[src/rtl/sar_pkg.sv]
package sar_pkg;

    localparam int ADDR_W = 3;

    localparam logic [ADDR_W-1:0] ADDR_RESULT = 3'd0;
    localparam logic [ADDR_W-1:0] ADDR_CTRL   = 3'd1;
    localparam logic [ADDR_W-1:0] ADDR_CHAN   = 3'd2;
    localparam logic [ADDR_W-1:0] ADDR_CMPCFG = 3'd3;
    localparam logic [ADDR_W-1:0] ADDR_LIMIT  = 3'd4;

    typedef enum logic [1:0] {
        ST_IDLE  = 2'd0,
        ST_TRIAL = 2'd1,
        ST_LOAD  = 2'd2
    } seq_state_t;

    typedef struct packed {
        logic below;   // 1: fire when result < limit, 0: fire when result >= limit
        logic en;      // threshold qualification enabled
    } cmp_cfg_t;

    function automatic logic aborts_conversion(input logic wr, input logic [ADDR_W-1:0] addr);
        return wr && (addr == ADDR_CTRL || addr == ADDR_CHAN);
    endfunction

endpackage

[src/rtl/sar_regs.sv]
module sar_regs
    import sar_pkg::*;
#(
    parameter int DW  = 8,
    parameter int CHW = 3
) (
    input  logic              clk,
    input  logic              rst,
    input  logic              bus_wr,
    input  logic [ADDR_W-1:0] bus_addr,
    input  logic [DW-1:0]     bus_wdata,
    input  logic [DW-1:0]     result,
    output logic [DW-1:0]     bus_rdata,
    output logic              run,
    output logic [CHW-1:0]    chan,
    output cmp_cfg_t          cfg,
    output logic [DW-1:0]     limit,
    output logic              restart
);

    assign restart = aborts_conversion(bus_wr, bus_addr);

    always_ff @(posedge clk) begin
        if (rst) begin
            run   <= 1'b0;
            chan  <= '0;
            cfg   <= '0;
            limit <= '0;
        end else if (bus_wr) begin
            case (bus_addr)
                ADDR_CTRL:   run   <= bus_wdata[0];
                ADDR_CHAN:   chan  <= bus_wdata[CHW-1:0];
                ADDR_CMPCFG: cfg   <= '{below: bus_wdata[1], en: bus_wdata[0]};
                ADDR_LIMIT:  limit <= bus_wdata;
                default: ;
            endcase
        end
    end

    always_comb begin
        bus_rdata = '0;
        case (bus_addr)
            ADDR_RESULT: bus_rdata = result;
            ADDR_CTRL:   bus_rdata[0] = run;
            ADDR_CHAN:   bus_rdata[CHW-1:0] = chan;
            ADDR_CMPCFG: bus_rdata[1:0] = {cfg.below, cfg.en};
            ADDR_LIMIT:  bus_rdata = limit;
            default:     bus_rdata = '0;
        endcase
    end

endmodule

[src/rtl/sar_seq.sv]
module sar_seq
    import sar_pkg::*;
#(
    parameter int DW = 8
) (
    input  logic           clk,
    input  logic           rst,
    input  logic           run,
    input  logic           restart,
    input  logic           cmp_hi,
    output logic [DW-1:0]  trial_code,
    output seq_state_t     st,
    output logic [$clog2(DW)-1:0] bit_idx,
    output logic           load_stb
);

    localparam int IW = $clog2(DW);
    localparam logic [IW-1:0] TOP_IDX  = IW'(DW - 1);
    localparam logic [DW-1:0] MSB_CODE = {1'b1, {(DW-1){1'b0}}};

    logic [DW-1:0] next_code;

    // Per-bit update for one trial step: upper bits keep, current bit takes
    // the comparator decision, the next lower bit becomes the new trial bit.
    for (genvar i = 0; i < DW; i++) begin : g_bit
        always_comb begin
            if (i > int'(bit_idx))
                next_code[i] = trial_code[i];
            else if (i == int'(bit_idx))
                next_code[i] = cmp_hi;
            else if (i + 1 == int'(bit_idx))
                next_code[i] = 1'b1;
            else
                next_code[i] = 1'b0;
        end
    end

    assign load_stb = (st == ST_LOAD) && !restart;

    always_ff @(posedge clk) begin
        if (rst || restart) begin
            st         <= ST_IDLE;
            trial_code <= '0;
            bit_idx    <= TOP_IDX;
        end else begin
            case (st)
                ST_IDLE: begin
                    if (run) begin
                        st         <= ST_TRIAL;
                        trial_code <= MSB_CODE;
                        bit_idx    <= TOP_IDX;
                    end
                end
                ST_TRIAL: begin
                    trial_code <= next_code;
                    if (bit_idx == '0)
                        st <= ST_LOAD;
                    else
                        bit_idx <= bit_idx - 1'b1;
                end
                ST_LOAD: begin
                    bit_idx <= TOP_IDX;
                    if (run) begin
                        st         <= ST_TRIAL;
                        trial_code <= MSB_CODE;
                    end else begin
                        st         <= ST_IDLE;
                        trial_code <= '0;
                    end
                end
                default: begin
                    st         <= ST_IDLE;
                    trial_code <= '0;
                end
            endcase
        end
    end

endmodule

[src/rtl/sar_result.sv]
module sar_result
    import sar_pkg::*;
#(
    parameter int DW = 8
) (
    input  logic          clk,
    input  logic          rst,
    input  logic          load_stb,
    input  logic [DW-1:0] code,
    input  cmp_cfg_t      cfg,
    input  logic [DW-1:0] limit,
    output logic [DW-1:0] result,
    output logic          irq
);

    logic qualified;

    always_comb begin
        if (!cfg.en)
            qualified = 1'b1;
        else if (cfg.below)
            qualified = (code < limit);
        else
            qualified = (code >= limit);
    end

    always_ff @(posedge clk) begin
        if (rst) begin
            result <= '0;
            irq    <= 1'b0;
        end else begin
            irq <= load_stb && qualified;
            if (load_stb)
                result <= code;
        end
    end

endmodule

[src/rtl/sar_adc_ctrl.sv]
module sar_adc_ctrl
    import sar_pkg::*;
#(
    parameter int DW  = 8,
    parameter int NCH = 8
) (
    input  logic                    clk,
    input  logic                    rst,
    input  logic                    bus_wr,
    input  logic [2:0]              bus_addr,
    input  logic [DW-1:0]           bus_wdata,
    output logic [DW-1:0]           bus_rdata,
    input  logic                    cmp_hi,
    output logic [$clog2(NCH)-1:0]  chan_sel,
    output logic [DW-1:0]           dac_code,
    output logic                    adc_irq
);

    localparam int CHW = $clog2(NCH);
    localparam int IW  = $clog2(DW);

    logic          run_q;
    logic          restart;
    cmp_cfg_t      cfg_q;
    logic [DW-1:0] limit_q;
    logic [DW-1:0] result_q;
    seq_state_t    seq_st;
    logic [IW-1:0] seq_idx;
    logic          load_stb;

    sar_regs #(.DW(DW), .CHW(CHW)) regs_i (
        .clk       (clk),
        .rst       (rst),
        .bus_wr    (bus_wr),
        .bus_addr  (bus_addr),
        .bus_wdata (bus_wdata),
        .result    (result_q),
        .bus_rdata (bus_rdata),
        .run       (run_q),
        .chan      (chan_sel),
        .cfg       (cfg_q),
        .limit     (limit_q),
        .restart   (restart)
    );

    sar_seq #(.DW(DW)) seq_i (
        .clk        (clk),
        .rst        (rst),
        .run        (run_q),
        .restart    (restart),
        .cmp_hi     (cmp_hi),
        .trial_code (dac_code),
        .st         (seq_st),
        .bit_idx    (seq_idx),
        .load_stb   (load_stb)
    );

    sar_result #(.DW(DW)) res_i (
        .clk      (clk),
        .rst      (rst),
        .load_stb (load_stb),
        .code     (dac_code),
        .cfg      (cfg_q),
        .limit    (limit_q),
        .result   (result_q),
        .irq      (adc_irq)
    );

endmodule

[config.mk]
export PLATFORM = sky130hd
export DESIGN_NAME = sar_adc_ctrl
export DESIGN_NICKNAME = d
export VERILOG_FILES = /design/src/rtl/sar_pkg.sv /design/src/rtl/sar_regs.sv /design/src/rtl/sar_seq.sv /design/src/rtl/sar_result.sv /design/src/rtl/sar_adc_ctrl.sv
export SDC_FILE = /design/constraint.sdc
export NUM_CORES = 1
export LEC_CHECK = 0
export BUFFER_PORTS_ARGS = -buffer_cell sky130_fd_sc_hd__buf_4
export CAP_MARGIN = 10
export CORE_MARGIN = 8
export CORE_UTILIZATION = 40
export CTS_CLUSTER_DIAMETER = 200
export CTS_CLUSTER_SIZE = 30
export DETAILED_ROUTE_END_ITERATION = 7
export PLACE_DENSITY = 0.56
export SLEW_MARGIN = 20
export SYNTH_ARGS = -nofsm -noshare
export SYNTH_HDL_FRONTEND = slang
export SYNTH_SLANG_ARGS = --single-unit
[constraint.sdc]
create_clock -name clk -period 1.7 [get_ports clk]
set_input_delay 0.255 -clock clk [delete_from_list [all_inputs] [get_ports clk]]
set_output_delay 0.255 -clock clk [all_outputs]
set_load 0.02 [all_outputs]
# --- Word level (Yosys, flattened, before mapping) ---
# Index checks and enable logic that the tools add are counted.
classes:
  add_sub_neg: 1
  mul: 0
  div: 0
  order_cmp: 9
  n_eq_ne: 23
  shifts: 0
  muxes: 38
  n_bitwise: 0
  reduce_logical: 24
ops:
  columns: ["op", "count"]
  rows:
  - ["two-way mux 1 bit", 25]
  - ["one-hot mux 8 bit (3 select lines)", 1]
  - ["AND reduction 2 bit", 12]
  - ["inequality test 2 bit (second input constant)", 9]
  - ["two-way mux 8 bit", 2]
  - ["equality test 3 bit (first input constant)", 4]
  - ["> comparator 3 bit (first input constant)", 4]
  - ["one-hot mux 5 bit (2 select lines)", 1]
  - ["logical NOT 3 bit", 3]
  - ["one-hot mux 3 bit (3 select lines)", 1]
  - ["greater-or-equal comparator 8 bit", 1]
  - ["less-than comparator 8 bit", 1]
  - ["equality test 2 x 3 -> 1 bit (first input constant)", 2]
  - ["equality test 3 x 2 -> 1 bit (second input constant)", 2]
  - ["> comparator 2 x 3 -> 1 bit (first input constant)", 2]
  - ["two-way mux 3 bit", 2]
  - ["one-hot mux 2 bit (3 select lines)", 1]
  - ["one-hot mux 1 bit (5 select lines)", 1]
  - ["two-way mux 2 bit", 2]
  - ["one-hot mux 1 bit (4 select lines)", 1]
  - ["equality test 1 x 3 -> 1 bit (first input constant)", 1]
  - ["equality test 3 x 1 -> 1 bit (second input constant)", 1]
  - ["equality test 3 bit (second input constant)", 1]
  - ["> comparator 1 x 3 -> 1 bit (first input constant)", 1]
  - ["other kinds (11)", 14]
totals:
  register_bits: 36
  latchBits: 0
  mem_bits_rw: 0
  rom_bits: 0
  input_bits: 15
  wordCells: 112
  n_memories: 0

# --- Depth between registers and ports, before layout ---
# Gate-level depths: netlist of the first run.
depth:
  ltp_word: 6
  depth_mapped: 7
  ltp_nobuf: 7

# --- Cells and area by module ---
# A second synthesis of the first run with hierarchy kept.
unflattened:
  cells_unflattened: 237
  area_unflattened_um2: 2109.5
modules_own_cells:
  columns: ["module", "n_inst", "cells_each", "area_per_inst_um2", "seq_area_each_um2"]
  rows:
  - ["sar_seq", 1, 97, 787.0, 260.2]
  - ["sar_regs", 1, 79, 760.7, 280.3]
  - ["sar_result", 1, 61, 561.8, 180.2]

# --- Worst setup path after synthesis of the first run ---
# No wires, ideal clock.
synth_timing:
  path_kind: "flip-flop to flip-flop"
  from: "register seq_i.bit_idx[0]"
  to: "register seq_i.trial_code[6]"
  setup_time_ps: 66
  t_arrival_ps: 1528
  slack_ps: 106
  stages_incl_launch_ff: 7
  synth_period_minus_slack_ps: 1594
  cell_sequence: "dfxtp_1 inv_1 ha_1 nand2b_1 a21oi_2 or4_4 a21oi_2"
synth_via:
  elab_chain_len: 5
synth_lines:
  columns: ["element", "line", "source"]
  rows:
  - ["from (decl)", "sar_seq.sv:13", "output logic [$clog2(DW)-1:0] bit_idx,"]
  - ["from (signal assigned)", "sar_seq.sv:59", "bit_idx <= bit_idx - 1'b1;"]
  - ["equality test 1 x 3 -> 1 bit", "sar_seq.sv:31", "else if (i + 1 == int'(bit_idx))"]
  - ["two-way mux 1 bit", "sar_seq.sv:31", null]
  - ["two-way mux 1 bit", "sar_seq.sv:29", "else if (i == int'(bit_idx))"]
  - ["two-way mux 1 bit", "sar_seq.sv:27", "if (i > int'(bit_idx))"]
  - ["one-hot mux 8 bit (3 select lines)", "sar_seq.sv:46", "case (st)"]
  - ["to (signal assigned)", "sar_seq.sv:55", "trial_code <= next_code;"]
  - ["to (decl)", "sar_seq.sv:11", "output logic [DW-1:0] trial_code,"]
# Parallel ways exist; a longest one is shown, timed or not. The select of a mux whose other input is x is not followed.
# A chain may end at the register's enable or synchronous reset.

# --- Worst setup path in the final report of the first run ---
# Ends and elaborated chain as after synthesis.

==> results.tsv, run 1 <==
stage	metric	value	unit
clock_tree	clk_pin_slew	0.07	ns
floorplan	die_h	87.2	um
logic_synthesis	yosysWarnings	0	
logic_synthesis	yosys-top-cells-count	dfxtp_1, nor2_1, nand2_1	
worst_setup_path	cp_common_cell	a21oi_2	
placed_design	io_buffer_count	34	
clock_tree	cts_sinks	36	
logic_synthesis	yosysTopAreaCell	dfxtp_1	
worst_setup_path	path_cells	inv_1 > ha_2 > nand2b_1 > a21oi_2 > or4_4 > a21oi_2	
placed_design	dpl.cell_count	360	
timing	worst_pin_slew	0.392	ns
floorplan	core	5010	sq um
worst_setup_path	startpoint_type	flop	
floorplan	io_pins	35	
floorplan	start_util	40.5	%
logic_synthesis	synth.avg_cell_area	8.14	sq um
detailed_routing	wl_per_cell	14.0	um
clock_tree	insertion_delay	0.28	ns
timing	fin_crit	1.61	ns
power	ir_drop	374	uV
logic_synthesis	netlist_area	2030	sq um
worst_setup_path	cp_num_buf_inv	1	
timing	max_freq	622	MHz
power	clockPowerShare	41.6	%
logic_synthesis	netlist.area_leader.share	35.6	%
worst_setup_path	slowest_delay	0.52	ns
worst_setup_path	crit_slowest_cell	or4_4	
detailed_routing	vias_per_cell	4.97	
clock_tree	cts_max_path_buffers	2	
logic_synthesis	synth_edf_count	0	
timing	hold_viol	0	
clock_tree	cts_tree	done	
grt	grt_pass1_wl	8550	um
floorplan	die_area	7600	sq um
min_path	hold_path_class	input pin to flop	
flow_run	drv_cap	0	
timing	finalSetupViolations	0	
logic_synthesis	yosys_most_used_dff	dfxtp_1	
layout	drive_gt1_share	22.8	%
power	p_seq_share	48.9	%
placed_design	dp.final_hpwl	3970	um
timing	rsz0062_at_grt	no	
logic_synthesis	synthArstFlopShare	0	%
detailed_routing	drc_errors	0	
layout	finalNonFillerCells	368	
layout	nets	325	
detailed_routing	detail-route-antenna-nets	0	
layout	area_growth_syn_to_layout	26.5	%
power	comb_power_share	9.4	%
detailed_routing	via_count	1829	
grt	grt_max_degree	24	
power	p_switching	0.000399	W
worst_setup_path	crit_fanout	5	
worst_setup_path	worstPathRequired	1.92	ns
timing	relSlewSlack	73.8	%
worst_setup_path	cp_top_family	simple AND/OR/NAND/NOR gates	
status	run_status	completed	
logic_synthesis	synth-seq-cells	36	
logic_synthesis	synth_fp_nets	277	
grt	antenna_found_initial	0	
layout	antenna_cells	0	
power	p_sw_share	22.7	%
clock_tree	h-tree-depth	2	
logic_synthesis	synth_area_leaders	dfxtp_1, mux2i_1, ha_1	
floorplan	die_x	87.2	um
power	power.leakage	1.06	nW
worst_setup_path	critPathArrivalTime	1.83	ns
floorplan	rows	26	
clock_tree	cts_made_buffers	5	
power	p_int	0.00136	W
detailed_routing	first_pass_iters	4	
grt	grtUsageTotal	14.3	%
clock_tree	cts_hold_buf	0	
detailed_routing	drtIter0Drc	116	
timing	skew	0.00269	ns
placed_design	place.gp.congestion	0.806	
timing	finalSetupTns	0	ns
worst_setup_path	critPathKind	flop to flop	
grt	grt-ovfl-total	0	
logic_synthesis	synth_cells	249	
detailed_routing	wirelength	5160	um
grt	grt_pass1_vias	1780	
timing	period_share	94.6	%
power	p_per_area	686	nW/um^2
clock_tree	root_buffer	clkbuf_8	
worst_setup_path	critPathCaptureType	flop	
logic_synthesis	yosysMostFrequentCell	dfxtp_1	
logic_synthesis	yosysUniqueCellTypes	43	
logic_synthesis	yosysSeqAreaShare	35.6	%
timing	slew_viol_final	0	
## metal layers
layer  GRT usage (%)  up-vias  part of all wire [%]
met5               0        -                     0
met4            3.75        0                  0.52
met3            4.62        2                   5.1
met2            24.0       29                    47
met1            16.9      845                    47
li1                -      953                     -
## metrics by stage
stage / hold WS [ns] / power [W] / setup WS (ns) / instance area [sq um] / utilization, %
global route: 0.204 / 0.00184 / 0.00732 / 2560 / 51.2
floorplan: 0.324 / 0.000974 / 0.106 / 2030 / -
global placement: 0.459 / 0.00105 / 0.122 / 2450 / 49.0
CTS: 0.207 / 0.00178 / 0.0527 / 2560 / 51.1
detailed placement: 0.469 / 0.00105 / 0.0754 / 2450 / 49.0
finish: 0.216 / 0.00176 / 0.0923 / 2560 / 51.2
## repair_timing
item                       in CTS  in global routing
setup buffers                   0                  0
setup endpoints to repair       0                  2
gates resized for setup         0                  2
## placed cells by master, fill, tap and decap left out, drive strengths merged, types with 2 or more instances in the layout
master	count
nand2	31
nor3b	5
ha	13
nand3	7
a21oi	26
inv	14
nor2	33
o21ai	13
dfxtp	36
mux2i	24
nor3	3
a31oi	2
nand4	2
nor2b	2
and3	2
clkbuf	6
buf	51
or2	2
nand2b	7
## state kept, by name (all words and copies together) (netlist names)
| name | cells |
|---|---|
| regs_i.cfg | 2 |
| res_i.result | 8 |
| seq_i.st | 2 |
| res_i.irq | 1 |
| regs_i.run | 1 |
| seq_i.trial_code | 8 |
| regs_i.chan | 3 |
| regs_i.limit | 8 |
| seq_i.bit_idx | 3 |
## tightest hold or removal path: cells and delay by family
kind,cells,cell delay [ns]
AO/OA/AOI/OAI,1,0.05
buffers and inverters,1,0.10
AND/OR/NAND/NOR,1,0.04
## power groups by stage
stage | clock network [W] | logic (W) | registers [W]
detailed placement | 0 | 0.000166 | 0.000880
floorplan | 0 | 0.0000916 | 0.000883
global route | 0.000797 | 0.000185 | 0.000862
finish | 0.000732 | 0.000166 | 0.000861
CTS | 0.000756 | 0.000167 | 0.000861
global placement | 0 | 0.000167 | 0.000880
## final cells by class
| type | count | area [sq um] |
|---|---|---|
| clock buffer | 6 | 72.6 |
| clock inverter | 2 | 35.0 |
| fill | 519 | 2440 |
| inverter | 14 | 52.6 |
| multi-input combinational | 189 | 1200 |
| sequential | 36 | 721 |
| tap | 70 | 87.6 |
| timing repair buffer | 51 | 395 |
## path summary, 6_finish.rpt
path	from	end	slack (ns)	cells after the start
worst max-delay path	seq_i.bit_idx[0]	seq_i.trial_code[6]	0.09	6
worst min-delay path	bus_wdata[4]	regs_i.limit[4]	0.22	3
worst max register to register	seq_i.bit_idx[0]	seq_i.trial_code[6]	0.09	6
worst min register to register	regs_i.limit[6]	regs_i.limit[6]	0.48	2
## cell families after synthesis
| kind of cell | after synthesis | share of synthesized area [%] |
|---|---|---|
| fa+ha+maj | 13 | 8.02 |
| flops | 36 | 35.6 |
| simple gates | 99 | 23.5 |
| mux | 25 | 12.4 |
| compound gates | 50 | 14.3 |
| xor+xnor | 2 | 0.864 |
| buf+inv | 24 | 5.31 |
No activity file was read; power rests on OpenSTA's default activity.
==> run 2, diff against run 1 <==
--- a/config.mk
+++ b/config.mk
@@ -5,6 +5,7 @@
 export SDC_FILE = /design/constraint.sdc
 export NUM_CORES = 1
 export LEC_CHECK = 0
+export ABC_CLOCK_PERIOD_IN_PS = 2050
 export BUFFER_PORTS_ARGS = -buffer_cell sky130_fd_sc_hd__buf_4
 export CAP_MARGIN = 10
 export CORE_MARGIN = 8
==> constraint.sdc (replaced) <==
create_clock -name clk -period 2.05 [get_ports clk]
set_input_delay 0.3075 -clock clk [delete_from_list [all_inputs] [get_ports clk]]
set_output_delay 0.3075 -clock clk [all_outputs]
set_load 0.02 [all_outputs]
==> results.tsv, run 2 (same netlist as run 1, synthesis figures left out) <==
stage	metric	value	unit	change
clock_tree	root_buffer	clkbuf_8		
worst_setup_path	crit_fanout	7		+2
timing	hold_viol	0		unchanged
layout	layout_common_cells	buf_4, dfxtp_1, nor2_1		
detailed_routing	via_count	1746		-4.5%
detailed_routing	detail-route-antenna-nets	0		unchanged
worst_setup_path	critPathArrivalTime	1.97	ns	+0.14 ns
timing	skew	0.00452	ns	+0.00184 ns
floorplan	start_util	40.5	%	unchanged
floorplan	core	5010	sq um	unchanged
grt	grt_max_degree	25		+4.2%
clock_tree	cts_sinks	36		unchanged
timing	relSlewSlack	64.4	%	-9.4 points
timing	rsz0062_at_grt	no		
worst_setup_path	critPathKind	flop to flop		
layout	nets	310		-4.6%
timing	max_freq	575	MHz	-7.6%
timing	finalSetupTns	0	ns	unchanged
grt	grtUsageTotal	13.9	%	-0.41 points
floorplan	rows	26		unchanged
worst_setup_path	critPathCaptureType	flop		
clock_tree	h-tree-depth	2		unchanged
power	p_sw_share	26.3	%	+3.6 points
layout	fillers	536		+3.3%
power	power.leakage	0.973	nW	-8.6%
timing	slew_viol_final	0		unchanged
detailed_routing	drtIter0Drc	101		-13%
worst_setup_path	worstPathRequired	2.28	ns	+0.36 ns
power	power	0.00135	W	-23%
clock_tree	insertion_delay	0.29	ns	about the same
grt	grt_pass1_wl	8180	um	-4.4%
grt	grt_pass1_vias	1589		-11%
clock_tree	cts_made_buffers	5		unchanged
timing	fin_crit	1.74	ns	+0.133 ns
power	clockPowerShare	38.0	%	-3.6 points
floorplan	die_x	87.2	um	unchanged
timing	period_share	84.9	%	-9.7 points
layout	area_growth_syn_to_layout	19.5	%	
clock_tree	cts_setup_buffers	0		unchanged
worst_setup_path	startpoint_type	flop		
detailed_routing	wirelength	4930	um	-4.4%
power	p_switching	0.000355	W	-11%
power	p_per_area	559	nW/um^2	-19%
timing	worst_pin_slew	0.532	ns	+0.139 ns
power	p_int	0.000998	W	-27%
worst_setup_path	reg2reg_slack	0.31	ns	+0.22 ns
detailed_routing	wl_per_cell	14.0	um	-0.36%
timing	finalSetupViolations	0		unchanged
power	p_seq_share	52.9	%	+4.0 points
floorplan	die_h	87.2	um	unchanged
layout	drive_gt1_share	18.7	%	-4.1 points
status	run_status	completed		
placed_design	dp.final_hpwl	3710	um	-6.4%
flow_run	drv_cap	0		unchanged
clock_tree	cts_hold_buf	0		unchanged
clock_tree	post_cts_resized	0		unchanged
floorplan	io_pins	35		unchanged
clock_tree	cts_max_path_buffers	2		unchanged
power	ir_drop	325	uV	-13%
min_path	hold_path_class	input pin to flop		
detailed_routing	vias_per_cell	4.95		-0.48%
detailed_routing	first_pass_iters	4		unchanged
placed_design	io_buffer_count	34		unchanged
detailed_routing	drc_errors	0		unchanged
power	comb_power_share	9.1	%	-0.3 points
clock_tree	clk_pin_slew	0.08	ns	about the same
grt	grt-ovfl-total	0		unchanged
grt	antenna_found_initial	0		unchanged
placed_design	place.gp.congestion	0.818		+1.5%
floorplan	die_area	7600	sq um	unchanged
layout	top_regs	regs_i.limit x8, res_i.result x8, seq_i.trial_code x8		
clock_tree	cts_tree	done		
layout	antenna_cells	0		unchanged
run 2: final timing paths:
path / startpoint / endpoint / depth (start not counted)
worst min-delay path: bus_wdata[3] / regs_i.limit[3] / 3
worst max register to register: seq_i.bit_idx[0] / seq_i.trial_code[6] / 5
worst max-delay path: seq_i.bit_idx[0] / seq_i.trial_code[6] / 5
worst min register to register: regs_i.limit[5] / regs_i.limit[5] / 2
run 2: layout make-up:
| class | instances | area (sq um) | share of cell area (%) |
|---|---|---|---|
| clock buffer | 5 | 68.8 | 2.84 |
| clock inverter | 3 | 23.8 | 0.981 |
| inverter | 14 | 52.6 | 2.17 |
| multi-input combinational | 189 | 1200 | 49.5 |
| sequential | 36 | 721 | 29.8 |
| tap | 70 | 87.6 | 3.62 |
| timing repair buffer | 36 | 270 | 11.2 |
run 2: through the flow:
stage	cell area, sq um	setup WS, ns	cells	utilization (%)	hold WS, ns
4_1_cts	2420	0.297	353	48.4	0.255
3_5_place_dp	2330	0.315	345	46.5	0.470
5_1_grt	2420	0.145	353	48.4	0.256
2_1_floorplan	2030	0.456	249	-	0.377
6_report	2420	0.310	353	48.4	0.259
3_3_place_gp	2330	0.342	345	46.5	0.465
run 2: power by group through the flow:
stage	logic (W)	registers (W)	clock network, W
2_1_floorplan	0.0000759	0.000732	0
3_3_place_gp	0.000124	0.000732	0
3_5_place_dp	0.000124	0.000732	0
4_1_cts	0.000124	0.000716	0.000534
5_1_grt	0.000139	0.000718	0.000568
6_report	0.000123	0.000716	0.000515
run 2: routing by layer:
| metal | track usage (%) | share of wire (%) |
|---|---|---|
| met5 | 0 | 0 |
| met4 | 5.16 | 1.4 |
| met3 | 4.43 | 5.3 |
| met2 | 21.6 | 46 |
| met1 | 17.3 | 47 |
run 2: critical path: stages (launching register included):
cell and delay [ns]:
dfxtp_1 0.46, inv_1 0.15, ha_1 0.28, mux2i_1 0.16
or4_4 0.49, a21oi_2 0.13
